## src/rtl/hiber_pkg.sv

```systemverilog
package hiber_pkg;

  typedef logic [1:0] sync_hdr_t;

  // legal header codes: one of the two bits set
  localparam sync_hdr_t HDR_DATA = 2'b01;
  localparam sync_hdr_t HDR_CTRL = 2'b10;

  function automatic logic hdr_is_bad(input sync_hdr_t h);
    return (h != HDR_DATA) && (h != HDR_CTRL);
  endfunction

endpackage

```

## src/rtl/hiber_hdr_classify.sv

```systemverilog
module hiber_hdr_classify
  import hiber_pkg::*;
(
  input  logic      hdr_valid,
  input  logic      lock_in,
  input  sync_hdr_t sync_hdr,
  output logic      adv_o,
  output logic      bad_o
);

  // a strobe only counts toward the window while lock holds
  always_comb begin
    adv_o = hdr_valid && lock_in;
    bad_o = adv_o && hdr_is_bad(sync_hdr);
  end

endmodule

```

## src/rtl/hiber_window_timer.sv

```systemverilog
module hiber_window_timer #(
  parameter int WIN_LEN = 19531
) (
  input  logic clk,
  input  logic rst_n,
  input  logic lock_in,
  input  logic adv_i,
  output logic win_end_o
);

  localparam int TW = (WIN_LEN > 1) ? $clog2(WIN_LEN) : 1;
  localparam logic [TW-1:0] LAST = TW'(WIN_LEN - 1);

  logic [TW-1:0] pos_q;

  assign win_end_o = adv_i && (pos_q == LAST);

  always_ff @(posedge clk) begin
    if (!rst_n || !lock_in) begin
      pos_q <= '0;
    end else if (adv_i) begin
      pos_q <= win_end_o ? '0 : pos_q + 1'b1;
    end
  end


  timer_hold_chk: assert property (@(posedge clk) disable iff (!rst_n)
    (lock_in && !adv_i) |=> $stable(pos_q));


  timer_bound_chk: assert property (@(posedge clk) disable iff (!rst_n)
    pos_q <= LAST);

endmodule

```

## src/rtl/hiber_err_counter.sv

```systemverilog
module hiber_err_counter #(
  parameter int THRESH = 16
) (
  input  logic clk,
  input  logic rst_n,
  input  logic lock_in,
  input  logic bad_i,
  input  logic win_end_i,
  output logic over_o
);

  localparam int CW = $clog2(THRESH + 2);
  localparam logic [CW-1:0] MAXV = '1;
  localparam logic [CW-1:0] LIM  = CW'(THRESH);

  logic [CW-1:0] cnt_q;
  logic [CW-1:0] cnt_nx;

  // saturating increment
  always_comb begin
    cnt_nx = cnt_q;
    if (bad_i && cnt_q != MAXV) cnt_nx = cnt_q + 1'b1;
    over_o = cnt_nx > LIM;
  end

  always_ff @(posedge clk) begin
    if (!rst_n || !lock_in || win_end_i) cnt_q <= '0;
    else                                 cnt_q <= cnt_nx;
  end


  no_wrap_chk: assert property (@(posedge clk) disable iff (!rst_n)
    (lock_in && !win_end_i) |=> cnt_q >= $past(cnt_q));


  cnt_clear_chk: assert property (@(posedge clk) disable iff (!rst_n)
    !lock_in |=> cnt_q == '0);

endmodule

```

## src/rtl/hiber_status_reg.sv

```systemverilog
module hiber_status_reg (
  input  logic clk,
  input  logic rst_n,
  input  logic adv_i,
  input  logic win_end_i,
  input  logic over_i,
  output logic hi_ber_o
);

  always_ff @(posedge clk) begin
    if (!rst_n) begin
      hi_ber_o <= 1'b0;
    end else if (adv_i) begin
      if (win_end_i)   hi_ber_o <= over_i;
      else if (over_i) hi_ber_o <= 1'b1;
    end
  end

endmodule

```

## src/rtl/hiber_monitor.sv

```systemverilog
module hiber_monitor
  import hiber_pkg::*;
#(
  parameter int WIN_LEN = 19531,
  parameter int THRESH  = 16
) (
  input  logic       clk,
  input  logic       rst_n,
  input  logic       hdr_valid,
  input  logic [1:0] sync_hdr,
  input  logic       lock_in,
  output logic       hi_ber_o
);

  logic adv, bad, win_end, over;

  hiber_hdr_classify u_cls (
    .hdr_valid (hdr_valid),
    .lock_in   (lock_in),
    .sync_hdr  (sync_hdr_t'(sync_hdr)),
    .adv_o     (adv),
    .bad_o     (bad)
  );

  hiber_window_timer #(.WIN_LEN(WIN_LEN)) u_tmr (
    .clk       (clk),
    .rst_n     (rst_n),
    .lock_in   (lock_in),
    .adv_i     (adv),
    .win_end_o (win_end)
  );

  hiber_err_counter #(.THRESH(THRESH)) u_cnt (
    .clk       (clk),
    .rst_n     (rst_n),
    .lock_in   (lock_in),
    .bad_i     (bad),
    .win_end_i (win_end),
    .over_o    (over)
  );

  hiber_status_reg u_sts (
    .clk       (clk),
    .rst_n     (rst_n),
    .adv_i     (adv),
    .win_end_i (win_end),
    .over_i    (over),
    .hi_ber_o  (hi_ber_o)
  );


  rise_on_cross_chk: assert property (@(posedge clk) disable iff (!rst_n)
    (adv && over) |=> hi_ber_o);


  clean_window_clears_chk: assert property (@(posedge clk) disable iff (!rst_n)
    (win_end && !over) |=> !hi_ber_o);


  hold_unlocked_chk: assert property (@(posedge clk) disable iff (!rst_n)
    !lock_in |=> $stable(hi_ber_o));

endmodule

```

## config.mk

```make
export PLATFORM = sky130hd
export DESIGN_NAME = hiber_monitor
export DESIGN_NICKNAME = d
export VERILOG_FILES = /design/src/rtl/hiber_pkg.sv /design/src/rtl/hiber_hdr_classify.sv /design/src/rtl/hiber_window_timer.sv /design/src/rtl/hiber_err_counter.sv /design/src/rtl/hiber_status_reg.sv /design/src/rtl/hiber_monitor.sv
export SDC_FILE = /design/constraint.sdc
export NUM_CORES = 1
export LEC_CHECK = 0
export CAP_MARGIN = 5
export CORE_MARGIN = 2
export CORE_UTILIZATION = 51
export DETAILED_ROUTE_END_ITERATION = 10
export PLACE_DENSITY_LB_ADDON = 0.3
export SYNTH_ARGS = -nofsm -noshare
export SYNTH_HDL_FRONTEND = slang
export SYNTH_SLANG_ARGS = --single-unit
```

## constraint.sdc

```tcl
create_clock -name clk -period 1.9 [get_ports clk]
set_input_delay 0.475 -clock clk [delete_from_list [all_inputs] [get_ports clk]]
set_output_delay 0.475 -clock clk [all_outputs]
set_load 0.01 [all_outputs]
```

==> results of run 1 <==
[cells in the mapped netlist, drive strengths merged, types with 2 or more instances]
master,n,area [um^2]
dfxtp,21,420
or3,4,25.0
nand2b,2,12.5
or4,2,22.5
nand3,9,57.6
and3,2,12.5
o21ai,6,30.0
nand4,4,37.5
nand3b,3,22.5
a21oi,6,30.0
xor2,2,17.5
nor4b,2,17.5
nor3,5,25.0
nor2,20,75.1
ha,4,50.1
buf,2,15.0
inv,6,22.5
xnor2,12,105
nand2,5,18.8
[power by group through the flow]
stage	clock network (mW)	logic (mW)	registers (mW)
after floorplan	0	0.0287	0.453
after global placement	0	0.0636	0.453
after detailed placement	0	0.0658	0.453
after CTS	0.225	0.0659	0.443
after global routing	0.241	0.0746	0.444
final	0.220	0.0694	0.443
[registers in the layout (all words and copies together) (netlist names)]
name and cells:
u_tmr.pos_q 15, u_sts.hi_ber_o 1, u_cnt.cnt_q 5
[stage by stage]
step / worst slack [ns] / util / area, um^2
4_1_cts: 0.0132 / 0.677 / 1360
5_1_grt: -0.0114 / 0.689 / 1380
2_1_floorplan: 0.112 / - / 1110
6_report: 0.0713 / 0.689 / 1380
3_3_place_gp: -0.283 / 0.659 / 1320
3_5_place_dp: -0.349 / 0.659 / 1320
[worst paths after layout]
kind / start / to / slack (ns)
worst max-delay path: u_cnt.cnt_q[0]$_SDFF_PP0_ / u_sts.hi_ber_o$_SDFFE_PN0P_ / 0.07
worst min-delay path: u_sts.hi_ber_o$_SDFFE_PN0P_ / u_sts.hi_ber_o$_SDFFE_PN0P_ / 0.51
worst max register to register: u_cnt.cnt_q[0]$_SDFF_PP0_ / u_sts.hi_ber_o$_SDFFE_PN0P_ / 0.07
worst min register to register: u_sts.hi_ber_o$_SDFFE_PN0P_ / u_sts.hi_ber_o$_SDFFE_PN0P_ / 0.51
[cell type report]
type	instances	area (um^2)	share of cell area
Multi-Input combinational cell	98	674	0.489
Sequential cell	21	422	0.306
Timing Repair Buffer	25	200	0.145
Tap cell	27	33.8	0.0245
Clock buffer	4	26.3	0.0191
Inverter	6	22.5	0.0163
[worst max-delay path: cells and delay by family, from the launching register on]
family                   cells  cell delay [ns]
AO/OA/AOI/OAI                3             0.65
flip-flops                   1             0.34
AND/OR/NAND/NOR              2             0.38
adder cells (fa/ha/maj)      2             0.35
[logic make-up (layout without fill, tap and decap cells)]
| family | after synthesis | after routing |
|---|---|---|
| XOR/XNOR | 14 | 14 |
| flip-flops | 21 | 21 |
| AO/OA/AOI/OAI | 17 | 17 |
| adder cells (fa/ha/maj) | 4 | 4 |
| AND/OR/NAND/NOR | 62 | 62 |
| multiplexers | 1 | 1 |
| buffers and inverters | 9 | 35 |
[metal layers]
layer,part of all wire,GRT usage,vias up
li1,-,-,507
met1,0.46,0.288,470
met2,0.49,0.351,22
met3,0.037,0.0327,4
met4,0.012,0.0946,0
met5,0,0,-
[what timing repair did]
action | 4_1_cts | 5_1_grt
gates resized for setup | 5 | 6
pin swaps | 1 | 3
endpoints found under the setup margin | 3 | 2
hold buffers | 0 | 0
buffers inserted | 0 | 1
==> run_results.csv, run 1 <==
group,metric,value,unit
setup_path,slowest_stage,"a2111o_1",
timing,finalCritPeriodShare,0.962,
setup_path,path_class,"reg -> reg",
synthesis,synth_top_flop_cell,"dfxtp_1",
timing,tns,0,ns
global_routing,grt_pass1_wl,4240,um
synthesis,synth_nets,138,
detailed_routing,wl_per_cell,13.6,um
clock_network,cts_sinks,21,
job,cap_violations,0,
placed_design,dp_cells,176,
global_routing,grt_max_degree,12,
synthesis,synth_xor_area_frac,0.111,
floorplanning,dieWidth,50.6,um
global_routing,grt_pass1_vias,961,
power_and_ir_drop,peakVddDrop,524,uV
global_routing,gr-total-overflow,0,
timing,hold_viol_final,0,
floorplanning,start_util,0.554,
synthesis,async_flop_share,0,
power_and_ir_drop,switching_share,0.238,
power_and_ir_drop,p_leak,0.459,nW
setup_path,ff2ff_path_depth,7,
cells_and_area,area_growth,24.4,%
detailed_routing,firstDrtPassIters,4,
clock_network,cts_htree_levels,1,
status,status,"complete, no violations",
detailed_routing,drt_wl_total,2450,um
power_and_ir_drop,pwr-share-clk,0.300,
setup_path,critical_path_required,2.11,ns
synthesis,synth_edf_count,0,
setup_path,worstPathMaxFanout,3,
hold_path,hold_class,"reg -> reg",
power_and_ir_drop,power.density,531,nW/um^2
cells_and_area,layout_commonest_cell,"dfxtp_1",
detailed_routing,drtIter0Drc,18,
hold_path,hold_depth,2,
clock_network,cts_made_buffers,3,
synthesis,synthSimpleGateAreaFrac,0.325,
global_routing,grt.total_usage,0.218,
synthesis,synth_compound_area_frac,0.0937,
timing,slew_headroom,0.676,
floorplanning,std_cell_rows,16,
cells_and_area,final_nets,165,
setup_path,cp_slowest_stage_delay,0.39,ns
timing,fin_skew,0.00101,ns
synthesis,synthCells,128,
synthesis,synth-seq-area-share,0.379,
clock_network,clock_path_buffers,2,
cells_and_area,mostFrequentLayoutCells,"dfxtp_1 (20), nor2_1 (19), buf_4 (19)",
timing,finalSetupViolations,0,
setup_path,cp_data_arrival_time,2.03,ns
floorplanning,core,2000,um^2
timing,fin_crit,1.83,ns
placed_design,dp_hpwl,1800,um
setup_path,start_kind,"register",
clock_network,cts_tree,"done",
synthesis,yosys.area_share.adder,0.0451,
synthesis,synth-seq-cells,21,
synthesis,yosysUniqueCellTypes,32,
detailed_routing,detail-route-antenna-nets,0,
floorplanning,pin_count,7,
clock_network,cts_root_buffer,"clkbuf_4",
detailed_routing,vias_per_cell,5.54,
power_and_ir_drop,p_int,558,uW
power_and_ir_drop,seq_power_share,0.605,
timing,whs,0.515,ns
synthesis,synthMuxAreaShare,0.00903,
cells_and_area,final_cell_count_no_fill,181,
synthesis,synth_top_family_by_area,"simple AND/OR/NAND/NOR gates",
placed_design,port_buffers,6,
power_and_ir_drop,p_sw,174,uW
synthesis,syn_avg_cell_area,8.66,um^2
cells_and_area,fillers,182,
power_and_ir_drop,total_power,733,uW
cells_and_area,diodes,0,
floorplanning,die_h,50.6,um
floorplanning,die_area,2560,um^2
global_routing,antenna_found_initial,0,
timing,fmax,547,MHz
power_and_ir_drop,pwr-share-comb,0.095,
timing,maxSlewViolCount,0,
clock_network,worst_skew_pair.late_latency,0.30,ns
synthesis,yosysWarnings,0,
synthesis,netlist_area,1110,um^2
detailed_routing,dr_total_vias,1003,
timing,tightest_slew,0.484,ns
detailed_routing,drcViolationCount,0,
setup_path,crit_path_end_kind,"register",
cells_and_area,drive_gt1_frac,0.221,
clock_network,clk_pin_slew_worst_paths,0.12,ns
placed_design,gp_congestion,0.808,
setup_path,crit_chain,"ha_2 > and3_1 > ha_1 > nand3b_1 > a2111o_1 > a2bb2oi_2 > o31ai_2",
No activity file was read; power rests on OpenSTA's default activity.
==> run 2, diff against run 1 <==
--- a/config.mk
+++ b/config.mk
@@ -9,7 +9,7 @@
 export CORE_MARGIN = 2
 export CORE_UTILIZATION = 51
 export DETAILED_ROUTE_END_ITERATION = 10
-export PLACE_DENSITY_LB_ADDON = 0.3
+export PLACE_DENSITY = 0.73
 export SYNTH_ARGS = -nofsm -noshare
 export SYNTH_HDL_FRONTEND = slang
 export SYNTH_SLANG_ARGS = --single-unit
==> run_results.csv, run 2 (same netlist as run 1, synthesis figures left out) <==
group,metric,value,unit
status,status,"complete, no violations",
timing,tns,0,ns
timing,fin_ws,0.0931,ns
setup_path,path_class,"reg -> reg",
power_and_ir_drop,power.density,536,nW/um^2
setup_path,crit_chain,"ha_2 > and3_1 > ha_2 > nand3b_1 > a2111o_1 > a2bb2oi_2 > o31ai_1",
setup_path,cp_slowest_stage_delay,0.39,ns
detailed_routing,vias_per_cell,5.61,
setup_path,slowest_stage,"a2111o_1",
global_routing,gr-total-overflow,0,
timing,tightest_slew,0.302,ns
clock_network,cts_tree,"done",
cells_and_area,diodes,0,
cells_and_area,fillers,172,
cells_and_area,seq_area,423,um^2
detailed_routing,drt_wl_total,2360,um
setup_path,worst_path_most_repeated_cell,"ha_2",
placed_design,gp_congestion,0.842,
timing,slew_headroom,0.796,
timing,hold_viol_final,0,
clock_network,clk_pin_slew_worst_paths,0.12,ns
detailed_routing,firstDrtPassIters,4,
setup_path,cp_data_arrival_time,2.02,ns
cells_and_area,final_nets,164,
floorplanning,pin_count,7,
global_routing,antenna_found_initial,0,
placed_design,dp_hpwl,1790,um
cells_and_area,largest_reg_flops,15,
floorplanning,std_cell_rows,16,
placed_design,pre_cts_ws,-0.345,ns
global_routing,grt_pass1_wl,4210,um
clock_network,cts_root_buffer,"clkbuf_4",
cells_and_area,regMostFlops,"u_tmr.pos_q",
setup_path,critical_path_required,2.11,ns
cells_and_area,multiInputGateArea,664,um^2
clock_network,cts_htree_levels,1,
detailed_routing,drcViolationCount,0,
cells_and_area,final_cell_count_no_fill,180,
timing,finalSetupViolations,0,
floorplanning,start_util,0.554,
placed_design,port_buffers,6,
cells_and_area,area_growth,22.9,%
detailed_routing,drtIter0Drc,26,
clock_network,worst_skew_pair.late_latency,0.31,ns
clock_network,cts_made_buffers,3,
cells_and_area,drive_gt1_frac,0.209,
detailed_routing,wl_per_cell,13.1,um
hold_path,hold_class,"reg -> reg",
timing,maxSlewViolCount,0,
timing,fmax,553,MHz
placed_design,dp_cells,175,
timing,rsz0062_at_grt,"no",
timing,finalCritPeriodShare,0.951,
clock_network,cts_hold_buf,0,
global_routing,grt_pass1_vias,989,
setup_path,start_kind,"register",
cells_and_area,reg_top3,"u_tmr.pos_q (15), u_cnt.cnt_q (5), u_sts.hi_ber_o (1)",
detailed_routing,detail-route-antenna-nets,0,
timing,fin_crit,1.81,ns
floorplanning,core,2000,um^2
global_routing,grt.total_usage,0.216,
clock_network,clock_path_buffers,2,
timing,fin_skew,0.00337,ns
cells_and_area,mostFrequentLayoutCells,"nor2_1 (20), dfxtp_1 (19), buf_4 (18)",
floorplanning,dieWidth,50.6,um
timing,whs,0.495,ns
global_routing,grt_max_degree,12,
setup_path,crit_path_end_kind,"register",
clock_network,cts_sinks,21,
power_and_ir_drop,peakVddDrop,374,uV
floorplanning,die_area,2560,um^2
job,cap_violations,0,
detailed_routing,dr_total_vias,1010,
cells_and_area,layout_commonest_cell,"nor2_1",
floorplanning,die_h,50.6,um
power_and_ir_drop,p_leak,0.451,nW
setup_path,worstPathMaxFanout,3,
-- run 2: changes by cell type in the layout (fill, tap and decap cells not counted), sizes merged --
cell  before  now
buf       19   18
-- run 2: report_power, final --
group          switching, mW  internal [mW]  leakage [nW]
sequential           0.00147          0.442         0.170
clock                  0.139         0.0821        0.0150
combinational         0.0322         0.0333         0.265
-- run 2: path summary, 6_finish.rpt --
path / start / to / slack [ns] / cells after the start
worst min-delay path: u_sts.hi_ber_o$_SDFFE_PN0P_ / u_sts.hi_ber_o$_SDFFE_PN0P_ / 0.49 / 2
worst min register to register: u_sts.hi_ber_o$_SDFFE_PN0P_ / u_sts.hi_ber_o$_SDFFE_PN0P_ / 0.49 / 2
worst max-delay path: u_cnt.cnt_q[1]$_SDFF_PP0_ / u_sts.hi_ber_o$_SDFFE_PN0P_ / 0.09 / 7
worst max register to register: u_cnt.cnt_q[1]$_SDFF_PP0_ / u_sts.hi_ber_o$_SDFFE_PN0P_ / 0.09 / 7
-- run 2: critical path: cells and delay by family (launching register included) --
kind	cells	cell delay (ns)
AOI/OAI and AO/OA	3	0.63
and+or+nand+nor	2	0.38
adders and majority gates	2	0.35
DFF	1	0.35
-- run 2: layout make-up --
type	instances	area share
Clock buffer	4	0.0193
Inverter	6	0.0165
Tap cell	27	0.0248
Multi-Input combinational cell	98	0.488
Timing Repair Buffer	24	0.141
Sequential cell	21	0.310
-- run 2: routing by layer --
layer,track usage,routed length [um]
met1,0.272,1100
met2,0.349,1150
met3,0.0327,50
met4,0.126,56
met5,0,0
-- run 2: metrics by stage --
stage / instance area [um^2] / total power, mW / utilization
floorplan: 1110 / 0.482 / -
global placement: 1310 / 0.516 / 0.655
detailed placement: 1310 / 0.518 / 0.655
CTS: 1340 / 0.735 / 0.668
global route: 1360 / 0.760 / 0.681
finish: 1360 / 0.730 / 0.681
-- run 2: repair_timing --
item	in CTS	in global routing
setup endpoints to repair	2	1
endpoints found under the hold margin	0	0
resized for setup	3	7
setup buffers	0	1
pin swaps	1	2
==> run 3, diff against run 2 <==
--- a/config.mk
+++ b/config.mk
@@ -10,6 +10,7 @@
 export CORE_UTILIZATION = 51
 export DETAILED_ROUTE_END_ITERATION = 10
 export PLACE_DENSITY = 0.73
+export SKIP_LAST_GASP = 1
 export SYNTH_ARGS = -nofsm -noshare
 export SYNTH_HDL_FRONTEND = slang
 export SYNTH_SLANG_ARGS = --single-unit
==> results of run 3 <==
Same layout as run 2: the final DEF is identical, and so are final timing and power.
